### src/rtl/activity_led_pkg.sv
package activity_led_pkg;

  typedef enum logic [1:0] {
    PWR_FULL   = 2'b00,
    PWR_LIGHT1 = 2'b01,
    PWR_LIGHT2 = 2'b10,
    PWR_OFF    = 2'b11
  } pwr_state_e;

  // Light-sleep states cut the indicator; full-on and off do not.
  function automatic logic pwr_is_cut(input logic [1:0] st);
    return (st == PWR_LIGHT1) || (st == PWR_LIGHT2);
  endfunction

  // Bit positions inside the synchronized activity vector.
  localparam int ACT_IDX_RDY   = 0;
  localparam int ACT_IDX_FRAME = 1;
  localparam int ACT_IDX_IRDY  = 2;
  localparam int ACT_IDX_REQ   = 3;
  localparam int ACT_LINES     = 4;

endpackage

### src/rtl/act_sync.sv
module act_sync #(
  parameter int WIDTH  = 4,
  parameter int STAGES = 2,
  parameter logic [WIDTH-1:0] RST_VAL = '0
) (
  input  logic             clk,
  input  logic             rst,
  input  logic [WIDTH-1:0] d_async,
  output logic [WIDTH-1:0] q_sync
);

  logic [WIDTH-1:0] stage_q [STAGES];

  generate
    for (genvar s = 0; s < STAGES; s++) begin : g_stage
      if (s == 0) begin : g_first
        always_ff @(posedge clk) begin
          if (rst) stage_q[0] <= RST_VAL;
          else     stage_q[0] <= d_async;
        end
      end else begin : g_next
        always_ff @(posedge clk) begin
          if (rst) stage_q[s] <= RST_VAL;
          else     stage_q[s] <= stage_q[s-1];
        end
      end
    end
  endgenerate

  assign q_sync = stage_q[STAGES-1];

endmodule

### src/rtl/act_qualify.sv
module act_qualify
  import activity_led_pkg::*;
(
  input  logic                 card_is_32,
  input  logic                 card_present,
  input  logic                 card_powered,
  input  logic                 card_rst_hold,
  input  logic [ACT_LINES-1:0] act_sync,
  output logic                 hit
);

  logic card_ok;
  logic act16;
  logic act32;

  always_comb begin
    card_ok = card_present && card_powered && !card_rst_hold;
    act16   = !act_sync[ACT_IDX_RDY];
    act32   = act_sync[ACT_IDX_FRAME] || act_sync[ACT_IDX_IRDY] ||
              act_sync[ACT_IDX_REQ];
    hit     = card_ok && (card_is_32 ? act32 : act16);
  end

endmodule

### src/rtl/act_cutoff.sv
module act_cutoff
  import activity_led_pkg::*;
(
  input  logic       suspend,
  input  logic       clk_stop_req,
  input  logic [1:0] pwr_state,
  output logic       cut
);

  always_comb begin
    cut = suspend || clk_stop_req || pwr_is_cut(pwr_state);
  end

endmodule

### src/rtl/act_window.sv
module act_window #(
  parameter int WINDOW_CYCLES = 2_112_000,
  localparam int CNT_W = $clog2(WINDOW_CYCLES + 1)
) (
  input  logic clk,
  input  logic rst,
  input  logic hit,
  input  logic cut,
  output logic led
);

  logic [CNT_W-1:0] remain_q;
  logic             led_q;

  always_ff @(posedge clk) begin
    if (rst || cut) begin
      remain_q <= '0;
      led_q    <= 1'b0;
    end else if (hit) begin
      remain_q <= CNT_W'(WINDOW_CYCLES - 1);
      led_q    <= 1'b1;
    end else if (remain_q != '0) begin
      remain_q <= remain_q - 1'b1;
      led_q    <= 1'b1;
    end else begin
      led_q    <= 1'b0;
    end
  end

  assign led = led_q;

endmodule

### src/rtl/activity_led.sv
module activity_led
  import activity_led_pkg::*;
#(
  parameter int WINDOW_CYCLES = 2_112_000,
  parameter int SYNC_STAGES   = 2
) (
  input  logic       clk,
  input  logic       rst,
  input  logic       card_is_32,
  input  logic       card_present,
  input  logic       card_powered,
  input  logic       card_rst_hold,
  input  logic       rdy_irq_n,
  input  logic       cb_frame_act,
  input  logic       cb_irdy_act,
  input  logic       cb_req_act,
  input  logic       suspend,
  input  logic       clk_stop_req,
  input  logic [1:0] pwr_state,
  output logic       act_led
);

  localparam logic [ACT_LINES-1:0] SYNC_RST = ACT_LINES'(1) << ACT_IDX_RDY;

  logic [ACT_LINES-1:0] act_raw;
  logic [ACT_LINES-1:0] act_s;
  logic                 qual_hit;
  logic                 cut_now;

  always_comb begin
    act_raw                = '0;
    act_raw[ACT_IDX_RDY]   = rdy_irq_n;
    act_raw[ACT_IDX_FRAME] = cb_frame_act;
    act_raw[ACT_IDX_IRDY]  = cb_irdy_act;
    act_raw[ACT_IDX_REQ]   = cb_req_act;
  end

  act_sync #(
    .WIDTH  (ACT_LINES),
    .STAGES (SYNC_STAGES),
    .RST_VAL(SYNC_RST)
  ) u_sync (
    .clk    (clk),
    .rst    (rst),
    .d_async(act_raw),
    .q_sync (act_s)
  );

  act_qualify u_qual (
    .card_is_32   (card_is_32),
    .card_present (card_present),
    .card_powered (card_powered),
    .card_rst_hold(card_rst_hold),
    .act_sync     (act_s),
    .hit          (qual_hit)
  );

  act_cutoff u_cut (
    .suspend     (suspend),
    .clk_stop_req(clk_stop_req),
    .pwr_state   (pwr_state),
    .cut         (cut_now)
  );

  act_window #(
    .WINDOW_CYCLES(WINDOW_CYCLES)
  ) u_win (
    .clk(clk),
    .rst(rst),
    .hit(qual_hit),
    .cut(cut_now),
    .led(act_led)
  );

endmodule

### config.mk
export PLATFORM = sky130hd
export DESIGN_NAME = activity_led
export DESIGN_NICKNAME = d
export VERILOG_FILES = /design/src/rtl/activity_led_pkg.sv /design/src/rtl/act_sync.sv /design/src/rtl/act_qualify.sv /design/src/rtl/act_cutoff.sv /design/src/rtl/act_window.sv /design/src/rtl/activity_led.sv
export SDC_FILE = /design/constraint.sdc
export NUM_CORES = 1
export LEC_CHECK = 0
export BUFFER_PORTS_ARGS = -buffer_cell sky130_fd_sc_hd__buf_2
export CELL_PAD_IN_SITES_DETAIL_PLACEMENT = 0
export CELL_PAD_IN_SITES_GLOBAL_PLACEMENT = 2
export CORE_MARGIN = 10
export CORE_UTILIZATION = 35
export CTS_CLUSTER_DIAMETER = 150
export DETAILED_ROUTE_END_ITERATION = 12
export GPL_TIMING_DRIVEN = 1
export PLACE_DENSITY_LB_ADDON = 0.1
export SYNTH_ARGS = -nofsm -noshare
export SYNTH_HDL_FRONTEND = slang
export SYNTH_SLANG_ARGS = --single-unit
export TNS_END_PERCENT = 30
### constraint.sdc
create_clock -name clk -period 2.2 [get_ports clk]
set_input_delay 0.22 -clock clk [delete_from_list [all_inputs] [get_ports clk]]
set_output_delay 0.22 -clock clk [all_outputs]
set_load 0.05 [all_outputs]
# Word-level counts from Yosys, hierarchy flattened

Memories as Yosys holds them, arrays and structs flattened.
Index checks and enable logic that the tools add are counted.
W data, S select, Z words.

Flip-flop bits (word level): 23
Memory bits (writable): 8
Bits of input ports: 14
Output and inout port bits: 1
Memories kept: 1

Bitwise operators: 2
Reduce and logical (&&, ||, !) cells: 14
Muxes and demuxes: 10
Equal/unequal tests: 2
Add/sub/neg operators: 1

Memories:

| name           | words | bits a word | read ports | clocked after Yosys merged registers in | write ports | RTL line       | RTL |
|---|---|---|---|---|---|---|---|
| u_sync.stage_q | 2     | 4           | 2          | 0                                       | 2           | act_sync.sv:12 | `logic [WIDTH-1:0] stage_q [STAGES];` |

Operator list:

| cell                    | count |
|---|---|
| $mux W22                | 2 |
| $reduce_bool A22 Y1     | 1 |
| $sub A22 B1 Y22 const B | 1 |
| $mux W4                 | 2 |
| $logic_or A1 B1 Y1      | 6 |
| $mux W1                 | 6 |
| $logic_and A1 B1 Y1     | 3 |
| $eq A2 B1 Y1 const B    | 1 |
| $eq A2 B2 Y1 const B    | 1 |
| $logic_not A1 Y1        | 2 |
| $or A1 B1 Y1            | 2 |
| $reduce_bool A2 Y1      | 1 |
| $reduce_or A2 Y1        | 1 |

# Depth between registers and ports, before layout

Depth after elaboration: 5
Depth in mapped cells: 8
Gate-level depth less buffers: 7

# Cells and area by module

Synthesis repeated with hierarchy kept, for this count alone.

Cell total of the unflattened synthesis: 151
Area total of the unflattened synthesis: 1456.4 sq um

By module, submodules not included:

| module      | times used | sequential area each (sq um) | cells each | area an instance (sq um) |
|---|---|---|---|---|
| act_window  | 1          | 460.4                        | 129        | 1184.9 |
| act_sync    | 1          | 160.2                        | 16         | 210.2 |
| act_qualify | 1          | 0.0                          | 4          | 46.3 |
| act_cutoff  | 1          | 0.0                          | 2          | 15.0 |

# Worst setup path before layout

No wires, ideal clock.

Kind: register -> register
From: reg u_win.remain_q[2]
To: reg u_win.remain_q[19]
Clock period less this slack: 1717 ps
Setup time: 59 ps
Cell stages (with the launch flop): 7
Arrival time: 1658 ps
Slack: 483 ps
Cell sequence: dfxtp_1 > nor4_4 > and4_1 > buf_6 > nand3_4 > or4_1 > nand2_1

Cells in the longest elaborated chain, start to end: 1
Elaborated cells between the ends (all ways): 2
Those cells by class: 1 x add/sub; 1 x reduce/logical

Ends and longest elaborated chain:

| item                                                   | RTL line                           | RTL |
|---|---|---|
| start, declared                                        | act_window.sv:12                   | `logic [CNT_W-1:0] remain_q;` |
| start signal, assigned                                 | act_window.sv:20                   | `remain_q <= CNT_W'(WINDOW_CYCLES - 1);` |
| start signal, assigned                                 | act_window.sv:23                   | `remain_q <= remain_q - 1'b1;` |
| $sub A22 B1 Y22 or $reduce_bool A22 Y1 (tied branches) | act_window.sv:23, act_window.sv:22 |  |

Several ways; a longest one is shown, not always the timed one.
A chain may end at the register's enable or synchronous reset.

# Final worst setup path

From: reg u_win.remain_q[8]
To: reg u_win.remain_q[19]

Same word-level chain as after synthesis.

==> impl_results.md <==
* Commonest non-fill, non-tap cell in the layout: dfxtp_1
* Post-CTS sizing at 0
* Area Overhead vs Synth at 15.76%
* Initial DRC Count at 45
* Max-slew violation count at 0
* Post-route ant nets at 0
* Die Y at 83.90 µm
* Slew HR at 0.6296
* Die area at 7038 µm²
* Synthesized-area fraction occupied by and/or/nand/nor cells at 0.2680
* Post-Route WL at 3084 µm
* Unrepaired setup endpoints after global routing: false
* TritonCTS clock tree: yes
* Tcrit/Tclk final at 0.8914
* Worst R2R Setup Slack at 0.24 ns
* Most frequent cells in the layout: dfxtp_1, nor2_1, buf_2
* Residual DRC at 0
* Post-synthesis adder-cell area fraction at 0.01751
* Core Rows at 23
* Syn avg cell area at 9.400 µm²
* Asr flop ratio synth at 0
* Hpwl dp at 2277 µm
* Yosys cell types at 40
* Number of global-route vias before repair at around 1100
* Fin Clk Skew at around 0.0029 ns
* Synth Area in Compound Gates at 0.1436
* Post-synth EDFFs at 0
* WL/cell at about 14 µm
* Pin count of the biggest net entering global routing at 16
* Seq/Total Area, Yosys at 0.4343
* Num CTS Buffers at 5
* Tightest Pin Transition at ~0.55 ns
* Setup violations, final at 0
* Worst path top cell family by delay: simple AND/OR/NAND/NOR gates
* Via count at about 1100
* Crit-path slowest cell: and4_1
* Final hold violation count at 0
* Initial antenna violation count at 0
* HP Class: in2reg
* Top FF cell, synth: dfxtp_1
* VDD IR max at approximately 0.37 mV
* Layout cells sized above 1 at 0.2184
* Final-stage net count at approximately 190
* Critical path startpoint category: flip-flop
* CTS Buffer Depth at 2
* Inserted Diodes at 0
* Clock root cell: clkbuf_8
* RePlAce Congestion at ~0.76
* CTS Hold Bufs at 0
* DIE WIDTH at 83.90 µm
* Crit path buffers/inverters at 0
* Crit path DAT at about 2.2 ns
* Cells after synthesis at about 150
* Critical path required time at approximately 2.4 ns
* Clk slew on worst S/H paths at approximately 0.070 ns
* Inst Count DP at approximately 220
* Critical path capture point type: flip-flop
* Drt first pass iters at 4
* DR vias/cell at ~5.1
* Max-cap violations at 0
* Synthesis-stage register bit count at 31
* Fmax at 509.9 MHz
* PD cells at around 850 nW/µm²
* Post-layout util at 0.4165
* Initial core utilization at 0.3598
* Gr usage total at 0.09129
* Critical path's largest stage delay at between 0.4 and 0.5 ns
* Outcome: finished clean
* Syn Nets at 168
* Synth Area in XOR/XNOR at 0.09807
* PortBufs at 14
* Mux cell area share after synthesis at 0
* Critical path peak fanout at 8
* Static leakage at 0.6506 nW
* CTS sink count at 31
* H-tree depth at 2
* Ys Warns at 0
* Setup_tns at 0 ns
* GRT overflow at 0
* Fin crit period at roughly 2.0 ns
* Critical path, cell by cell: nor4_1 -> and4_1 -> nand3_4 -> or4_1 -> nand2_1
* First-pass GRT wire length at between 5000 and 6000 µm
* Setup bufs post-CTS at 0
* Core box area at 3971 µm²
* Non-Filler Instances at between 200 and 250
* Clk_lat worst skew at around 0.28 ns
* Largest family of logic cells by synthesized area: simple AND/OR/NAND/NOR gates
* Synthesized area at 1429 µm²
* Crit Path Class: reg2reg
* Io pins at 15
[synthesized netlist by cell type, types with 3 or more instances]
library cell / n / share of area
a31oi_1: 4 / 0.018
nand2_1: 3 / 0.0079
nor3_1: 3 / 0.011
or4_1: 4 / 0.021
o211ai_1: 4 / 0.021
xnor2_1: 6 / 0.037
nor2_1: 15 / 0.039
inv_1: 3 / 0.0079
nand4_1: 4 / 0.018
xor2_1: 10 / 0.061
o21ai_0: 5 / 0.018
clkbuf_1: 3 / 0.0079
nor2b_1: 7 / 0.031
nand3_1: 6 / 0.021
a21oi_1: 12 / 0.042
dfxtp_1: 31 / 0.43
[per-layer routing]
layer / part of all wire / up-vias / GRT usage
met5: 0 / - / 0
met4: 0.0084 / 0 / 0.03653
met3: 0.043 / 4 / 0.03516
met2: 0.46 / 23 / 0.1352
met1: 0.49 / 524 / 0.1147
li1: - / 585 / -
[flip-flops by register name (all words and copies together), names as in the netlist]
name and flops:
u_sync.stage_q 8, u_win.led 1, u_win.remain_q 22
[metrics by stage]
step                      hold slack [ns]  setup WS [ns]  area, µm²  power, mW
final                              0.1216         0.2388       1654      1.406
after global routing               0.1129         0.1103       1654      1.499
after CTS                          0.1145         0.2617       1654      1.427
after detailed placement           0.4040         0.2772       1570     0.9908
after global placement             0.3968         0.2882       1570     0.9957
after floorplan                    0.2916         0.4830       1429     0.9131
[final timing paths]
path / startpoint / to / depth (start not counted)
max reg2reg: u_win.remain_q[8] / u_win.remain_q[19] / 5
max: u_win.remain_q[8] / u_win.remain_q[19] / 5
min: rdy_irq_n / u_sync.stage_q[0][0] / 2
min reg2reg: u_sync.stage_q[0][0] / u_sync.stage_q[1][0] / 1
[power breakdown]
part	total (mW)	internal [mW]	switching, mW
logic	0.388	0.173	0.215
clock network	0.424	0.216	0.208
registers	0.593	0.580	0.0134
[cells by family after synthesis]
group                    after synthesis
buffers and inverters                 10
AND/OR/NAND/NOR                       61
XOR/XNOR                              16
adder cells (fa/ha/maj)                2
AO/OA/AOI/OAI                         32
flip-flops                            31
[layout make-up]
cell class              count  area (µm²)
clock inverters             3       15.01
well taps                  50       62.56
clock buffers               5       68.82
inverters                   3       11.26
multi-input cells         111       753.2
fillers                   401        2317
flip-flops and latches     31       620.6
repair buffers             21       122.6
[worst register-to-register path: cells and delay by family (launching register included)]
family,cells,cell delay [ns]
flops,1,0.37
simple gates,5,1.54
Note: power is estimated with default switching activity, not from simulation.
